[config.mk]
export PLATFORM = sky130hd
export DESIGN_NAME = cell_addr_lookup
export DESIGN_NICKNAME = d
export VERILOG_FILES = /design/src/rtl/cal_pkg.sv /design/src/rtl/cal_gather.sv /design/src/rtl/cal_seq.sv /design/src/rtl/cell_addr_lookup.sv
export SDC_FILE = /design/constraint.sdc
export NUM_CORES = 1
export LEC_CHECK = 0
export CORE_UTILIZATION = 55
export CTS_CLUSTER_SIZE = 12
export DETAILED_ROUTE_END_ITERATION = 6
export PLACE_DENSITY_LB_ADDON = 0.1
export SLEW_MARGIN = 10
export SYNTH_ARGS = -nofsm -noshare
export SYNTH_HDL_FRONTEND = slang
export SYNTH_SLANG_ARGS = --single-unit
[constraint.sdc]
create_clock -name clk -period 6.4 [get_ports clk]
set_clock_uncertainty 0.05 [all_clocks]
set_input_delay 1.28 -clock clk [delete_from_list [all_inputs] [get_ports clk]]
set_output_delay 1.28 -clock clk [all_outputs]
set_load 0.05 [all_outputs]
[src/rtl/cal_pkg.sv]
package cal_pkg;
  typedef enum logic [1:0] {
    ST_IDLE = 2'd0,
    ST_READ = 2'd1,
    ST_WAIT = 2'd2,
    ST_DONE = 2'd3
  } cal_state_e;
endpackage

[src/rtl/cal_gather.sv]
// Gather-and-pack: input bits under mask ones are packed toward bit 0.
module cal_gather #(
  parameter int W = 16
) (
  input  logic [W-1:0] data_i,
  input  logic [W-1:0] mask_i,
  output logic [W-1:0] pack_o
);
  localparam int CW = $clog2(W + 1);

  // rank[i]: number of mask ones below bit i = output slot of bit i
  logic [CW-1:0] rank [W];

  genvar gi;
  generate
    for (gi = 0; gi < W; gi++) begin : g_rank
      if (gi == 0) begin : g_first
        assign rank[gi] = '0;
      end else begin : g_rest
        assign rank[gi] = CW'($countones(mask_i[gi-1:0]));
      end
    end
  endgenerate

  always_comb begin
    pack_o = '0;
    for (int j = 0; j < W; j++) begin
      for (int i = j; i < W; i++) begin
        if (mask_i[i] && (rank[i] == CW'(j))) begin
          pack_o[j] = pack_o[j] | data_i[i];
        end
      end
    end
  end
endmodule

[src/rtl/cal_seq.sv]
// Lookup sequencer: idle -> read -> wait for data -> done.
module cal_seq
  import cal_pkg::*;
(
  input  logic clk,
  input  logic rst_n,
  input  logic start_i,
  input  logic bad_i,
  input  logic mem_req_ready_i,
  input  logic mem_rsp_valid_i,
  output logic idle_o,
  output logic mem_req_valid_o,
  output logic cap_o,
  output logic res_valid_o
);
  cal_state_e state_q, state_d;

  always_comb begin
    state_d = state_q;
    case (state_q)
      ST_IDLE: if (start_i) state_d = bad_i ? ST_DONE : ST_READ;
      ST_READ: if (mem_req_ready_i) state_d = ST_WAIT;
      ST_WAIT: if (mem_rsp_valid_i) state_d = ST_DONE;
      ST_DONE: state_d = ST_IDLE;
      default: state_d = ST_IDLE;
    endcase
  end

  always_ff @(posedge clk or negedge rst_n) begin
    if (!rst_n) state_q <= ST_IDLE;
    else        state_q <= state_d;
  end

  assign idle_o          = (state_q == ST_IDLE);
  assign mem_req_valid_o = (state_q == ST_READ);
  assign cap_o           = (state_q == ST_WAIT) && mem_rsp_valid_i;
  assign res_valid_o     = (state_q == ST_DONE);
endmodule

[src/rtl/cell_addr_lookup.sv]
module cell_addr_lookup #(
  parameter int ADDR_W         = 32,
  parameter int VP_W           = 10,
  parameter int CH_W           = 16,
  parameter int CH_ENTRY_BYTES = 4
) (
  input  logic                clk,
  input  logic                rst_n,
  input  logic                lk_valid,
  output logic                lk_ready,
  input  logic [VP_W-1:0]     lk_field,
  input  logic [CH_W-1:0]     lk_vci,
  input  logic [VP_W-1:0]     cfg_path_mask,
  input  logic [ADDR_W-1:0]   cfg_path_base,
  input  logic [ADDR_W-1:0]   cfg_chan_base,
  input  logic                cfg_chk_unalloc,
  output logic                mem_req_valid,
  input  logic                mem_req_ready,
  output logic [ADDR_W-1:0]   mem_req_addr,
  input  logic                mem_rsp_valid,
  input  logic [2*CH_W-1:0]   mem_rsp_data,
  output logic                res_valid,
  output logic [ADDR_W-1:0]   res_addr,
  output logic                res_misins
);
  localparam int ENTRY_SHIFT = $clog2(CH_ENTRY_BYTES);
  localparam int PATH_SHIFT  = 2;

  // reset: asserted asynchronously, released on the clock
  logic rst_meta_q, rst_sync_n;
  always_ff @(posedge clk or negedge rst_n) begin
    if (!rst_n) begin
      rst_meta_q <= 1'b0;
      rst_sync_n <= 1'b0;
    end else begin
      rst_meta_q <= 1'b1;
      rst_sync_n <= rst_meta_q;
    end
  end

  logic idle, start, bad, cap;
  logic [VP_W-1:0] path_ptr;
  logic [CH_W-1:0] chan_idx, chan_mask, chan_off;

  assign lk_ready  = idle;
  assign start     = lk_valid && idle;
  assign bad       = cfg_chk_unalloc && (|(lk_field & ~cfg_path_mask));
  assign chan_mask = mem_rsp_data[2*CH_W-1:CH_W];
  assign chan_off  = mem_rsp_data[CH_W-1:0];

  cal_gather #(.W(VP_W)) u_path_gather (
    .data_i (lk_field),
    .mask_i (cfg_path_mask),
    .pack_o (path_ptr)
  );

  logic [CH_W-1:0] vci_q;

  cal_gather #(.W(CH_W)) u_chan_gather (
    .data_i (vci_q),
    .mask_i (chan_mask),
    .pack_o (chan_idx)
  );

  cal_seq u_seq (
    .clk             (clk),
    .rst_n           (rst_sync_n),
    .start_i         (start),
    .bad_i           (bad),
    .mem_req_ready_i (mem_req_ready),
    .mem_rsp_valid_i (mem_rsp_valid),
    .idle_o          (idle),
    .mem_req_valid_o (mem_req_valid),
    .cap_o           (cap),
    .res_valid_o     (res_valid)
  );

  logic [ADDR_W-1:0] rd_addr_d, res_addr_d;
  logic [ADDR_W-1:0] rd_addr_q, res_addr_q;
  logic              mis_q;

  always_comb begin
    rd_addr_d  = cfg_path_base + (ADDR_W'(path_ptr) << PATH_SHIFT);
    res_addr_d = cfg_chan_base + (ADDR_W'(chan_off) << PATH_SHIFT)
               + (ADDR_W'(chan_idx) << ENTRY_SHIFT);
  end

  always_ff @(posedge clk or negedge rst_sync_n) begin
    if (!rst_sync_n) begin
      rd_addr_q  <= '0;
      vci_q      <= '0;
      mis_q      <= 1'b0;
      res_addr_q <= '0;
    end else begin
      if (start) begin
        rd_addr_q <= rd_addr_d;
        vci_q     <= lk_vci;
        mis_q     <= bad;
      end
      if (cap) begin
        res_addr_q <= res_addr_d;
      end
    end
  end

  assign mem_req_addr = rd_addr_q;
  assign res_addr     = res_addr_q;
  assign res_misins   = mis_q;
endmodule

Word-level counts from Yosys, hierarchy flattened
Index checks and enable logic that the tools add are counted.
- multiplexer cells: 196
- reduce and logical (&&, ||, !) cells: 219
- bitwise operators: 167
- equality and inequality tests: 169
- add/sub/neg operators: 44
- operators by type and width (kind ; number):
    $eq A5 B3 Y1 const B ; 42
    $logic_and A1 B1 Y1 ; 192
    $mux W1 ; 191
    $eq A5 B4 Y1 const B ; 36
    $or A1 B1 Y1 ; 165
    $eq A5 B2 Y1 const B ; 27
    $logic_not A5 Y1 ; 15
    $eq A4 B3 Y1 const B ; 18
    $eq A5 B1 Y1 const B ; 14
    $add A32 B18 Y32 ; 2
    $add A5 B5 Y5 ; 12
    $eq A4 B2 Y1 const B ; 15
    $logic_not A4 Y1 ; 9
    $add A5 B1 Y5 ; 7
    $add A32 B12 Y32 ; 1
    $eq A4 B1 Y1 const B ; 8
    $add A1 B1 Y2 ; 11
    $add A4 B4 Y4 ; 5
    $add A4 B1 Y4 ; 4
    $eq A4 B4 Y1 const B ; 3
    $and A10 B10 Y10 ; 1
    $not A10 Y10 ; 1
    $reduce_or A10 Y1 ; 1
    $mux W2 ; 4
    other kinds (8) ; 11
- bits of input ports: 138
- logic and storage cells: 802
- bits in registers: 85
- output and inout port bits: 68

Logic depth before layout (Yosys ltp)
- depth after elaboration: 32
- gate-level depth with buffers: 34

Hierarchy
A second synthesis with hierarchy kept.
- cell total of the unflattened synthesis: 1268
- area total of the unflattened synthesis: 10288.6 µm²
- by module, submodules not included (module ; area an instance (µm²) ; cells an instance ; instances):
    cell_addr_lookup ; 5584.1 ; 634 ; 1
    cal_gather (u_chan_gather) ; 3350.7 ; 463 ; 1
    cal_gather (u_path_gather) ; 1184.9 ; 154 ; 1
    cal_seq ; 168.9 ; 17 ; 1

Least setup slack after synthesis
No wires, ideal clock.
- path type: input-to-reg
- start point: in mem_rsp_data[16]
- end point: reg res_addr_q[29] (netlist: res_addr[29])
- path slack: -1.846 ns
- arrival time: 8.060 ns
- cell stages on the path: 32
- library setup time: 0.136 ns
- path through: inv_1 -> ha_1 -> inv_1 -> fa_1 -> inv_1 -> ha_1 -> buf_6 -> xor2_1 -> ha_1 -> a21oi_2 -> xor2_2 -> inv_2 -> buf_2 -> ha_1 -> fa_1 -> clkbuf_1 -> a21oi_1 -> o2bb2ai_1 -> o2bb2ai_1 -> a221o_1 -> a211oi_1 -> o211ai_1 -> fa_1 -> ha_1 -> fa_1 -> a211oi_1 -> o21ai_2 -> o2111ai_1 -> a21oi_1 -> o311ai_0 -> xnor2_1 -> o21ai_0
- word-level cells in the longest chain between the ends: 32
- elaborated cells between the ends (all ways): 540
- classes of those cells: 15 x add/sub; 119 x eq/ne; 136 x mux; 120 x bitwise; 150 x reduce/logical
- ends and longest elaborated chain (what ; line ; source):
    start, declared ; cell_addr_lookup.sv:21 ; input logic [2*CH_W-1:0] mem_rsp_data,
    branches (longest 31 deep; another with $add A5 B1 Y5) ; n/a ;
    $add A32 B18 Y32 * ; cell_addr_lookup.sv:85 ; + (ADDR_W'(chan_idx) << ENTRY_SHIFT);
    end signal, assigned ; cell_addr_lookup.sv:101 ; res_addr_q <= res_addr_d;
    end, declared ; cell_addr_lookup.sv:79 ; logic [ADDR_W-1:0] rd_addr_q, res_addr_q;
Mark *: on every way between the ends.
A chain may end at the register's enable or synchronous reset.

Worst setup path in the final report
- start point: in mem_rsp_data[16]
- end point: reg res_addr_q[28] (netlist: res_addr[28])
The elaborated chain is that of the path after synthesis.

==> qor.txt <==
status = finished, violations left
failing checks = setup timing
largest net degree at the start of global routing = 73
CTS buffer count = 9
DRT Pass-1 Iters = 5
Post-Syn Instances = 1137
slew margin rel. = 32.71%
Slew @ Worst Pin = 1.009 ns
Seq/Total Area, Yosys = 22.67%
die height = 132.6 um
Arr. time, crit path = 7.62 ns
Synth top area share = 22.67%
Worst Path Max Fanout = 8
Setup crit start = mem_rsp_data[16]
area leader, netlist = dfrtp_1
area grow syn2layout = 57.35%
first-pass GRT wire length = 56.98 mm
I/O pin total = 206
average cell area after synthesis = 8.253 um2
clk root buf = clkbuf_16
Post-synth EDFFs = 0
top cells by area, synth = dfrtp_1, ha_1, fa_1, nand2_1, inv_1
post-synthesis cell type count = 80
Mapped Nets = 1395
HPWL after DPL = 26.57 mm
CP Capture Type = flip-flop
share of synthesized registers carrying an async set or reset = 100.0%
commonest register cell after synthesis = dfrtp_1
GRT overflow = 0
crit-path max cell delay = 0.49 ns
routability congestion estimate = 0.9980
row count = 47
worst path required time = 6.58 ns
number of hold buffers added after CTS = 0
PwrDens = 495.1 nW/um2
final cell count without fillers = 1836
maxcap violations = 0
startpoint type of the worst setup path = primary input
Final Hold Vio Count = 0
H-tree depth = 3
CP max-delay cell = fa_2
worst reg2reg path startpoint = vci_q[4]
Lkg Pwr = 0.006758 uW
initial drt markers = 1069
Placed Cells = 1791
Die Area = 17590 um2
Vias = 11440
Pwr Total = 7310 uW
Synth Warn # = 0
Tmin final = 7.439 ns
chip width = 132.6 um
Peak VDD IR = 0.3759 mV
vias in the first global route = 11370
core area = 16640 um2
post-route setup slack = -1.039 ns
TritonCTS Sinks = 85
initial core utilization = 56.39%
Slew Limit Fails = 0
Post-Place Cell Area = 13740 um2
Seq cells post-synth = 85
Via-to-Cell Ratio = 6.230
Peak Freq = 134.4 MHz
Total GRT Usage = 41.08%
Setup TNS = -21.61 ns
I/O Buffers = 205
layout cells sized above 1 = 29.66%
WS Path Type = primary input to flip-flop
CTS tree = yes
WL/cell = 21.08 um
Clock transition at path regs = 0.08 ns
setup violators final = 35
DRC = 0
synthesized area = 9384 um2
DRT Wirelength = 38.70 mm
Most common cell on crit path = ha_4
Final Instance Area = 14770 um2
RSZ-0062 raised after global routing = true
Hold Crit Class = flip-flop to async pin
final cycle utilization of the critical path = 116.2%
antenna violations before repair = 1
clock tree buffer depth = 2
Antenna Nets Post-Route = 0
fin nets = 1868
latest clock arrival within the worst-skew pair = 0.36 ns
fillers = 797
==> cell usage after synthesis (24+ instances only) <==
cell type / n
nor3_1: 28
dfrtp_1: 85
o21ai_0: 84
xnor2_1: 37
inv_1: 112
xor2_1: 24
nand3_1: 38
nor2_1: 62
nand2_1: 161
mux2_2: 27
a21oi_1: 49
fa_1: 43
ha_1: 77
==> power by group <==
| group | leakage (uW) | switching (uW) | internal [uW] |
|---|---|---|---|
| clock network | 0.000144 | 283 | 277 |
| logic | 0.00558 | 3230 | 2550 |
| registers | 0.00104 | 181 | 795 |
==> layer usage <==
metal	part of all wire [%]	track usage [%]	wire length [um]	vias to the layer above
li1	-	-	-	5037
met1	36	47.62	13990	5404
met2	48	70.85	18640	765
met3	8.9	8.966	3454	232
met4	6.8	22.03	2617	0
met5	0	0	0	-
==> flip-flops by register name (all words and copies together), names as in the netlist <==
| signal | count |
|---|---|
| mem_req_addr | 32 |
| res_addr | 32 |
| vci_q | 16 |
| u_seq.state_q | 2 |
| res_misins | 1 |
| rst_meta_q | 1 |
| rst_sync_n | 1 |
==> per-stage QoR <==
step	setup WS [ns]	utilization, %	hold WS (ns)
final	-1.039	88.72	0.1199
after global routing	-1.237	88.72	0.1293
after CTS	-0.9046	86.61	0.1176
after detailed placement	-2.074	82.54	0.1094
after global placement	-1.821	82.54	0.1081
after floorplan	-1.178	-	0.2812
==> layout make-up <==
class | count | area (um2) | area share, %
well taps | 220 | 275.3 | 1.864
clock buffers | 9 | 225.2 | 1.525
diodes | 1 | 2.502 | 0.01695
flip-flops and latches | 85 | 2131 | 14.43
repair buffers | 489 | 4193 | 28.40
clock inverters | 7 | 75.07 | 0.5084
inverters | 114 | 431.7 | 2.923
multi-input cells | 911 | 7432 | 50.33
==> final timing paths <==
kind / end / slack [ns] / cells past startpoint
setup / recovery: res_addr[28] / -1.04 / 29
hold / removal: mem_req_addr[24] / 0.12 / 0
setup reg to reg: res_addr[31] / 1.70 / 19
hold reg to reg: mem_req_addr[24] / 0.12 / 0
max in group asynchronous: vci_q[15] / 4.94 / 1
min in group clk: rst_sync_n / 0.31 / 0
==> worst max-delay path, delay by kind of cell <==
kind	cells	cell delay (ns)
AOI/OAI and AO/OA	11	2.35
adders and majority gates	9	2.93
muxes	1	0.22
buffers and inverters	5	0.38
and+or+nand+nor	2	0.29
xor gates and xnor gates	1	0.15
==> cell families (layout without fill, tap and decap cells) <==
kind of cell    count (synthesis)  in the layout  synth area share [%]
xor+xnor                       64             64                 6.333
mux                            31             31                 3.667
compound gates                286            286                 20.24
buf+inv                       141            619                 5.893
simple gates                  408            408                 21.60
fa+ha+maj                     121            121                 19.56
other cells                     1              2               0.03996
flops                          85             85                 22.67
==> layout by cell type, fill, tap and decap left out, types with 36 or more instances in the layout <==
cell and count:
a21oi_1 41, inv_1 97, nand2_1 158, ha_1 57, dfrtp_1 84, nand3_1 36, o21ai_0 51, buf_4 275
nor2_1 57, clkdlybuf4s50_1 189
==> what timing repair did <==
| action | 4_1_cts | 5_1_grt |
|---|---|---|
| resized for setup | 100 | 71 |
| cloned | 0 | 0 |
| pin swaps | 57 | 62 |
| endpoints found under the setup margin | 54 | 51 |
| setup buffers | 15 | 15 |
Note: power is estimated with default switching activity, not from simulation.
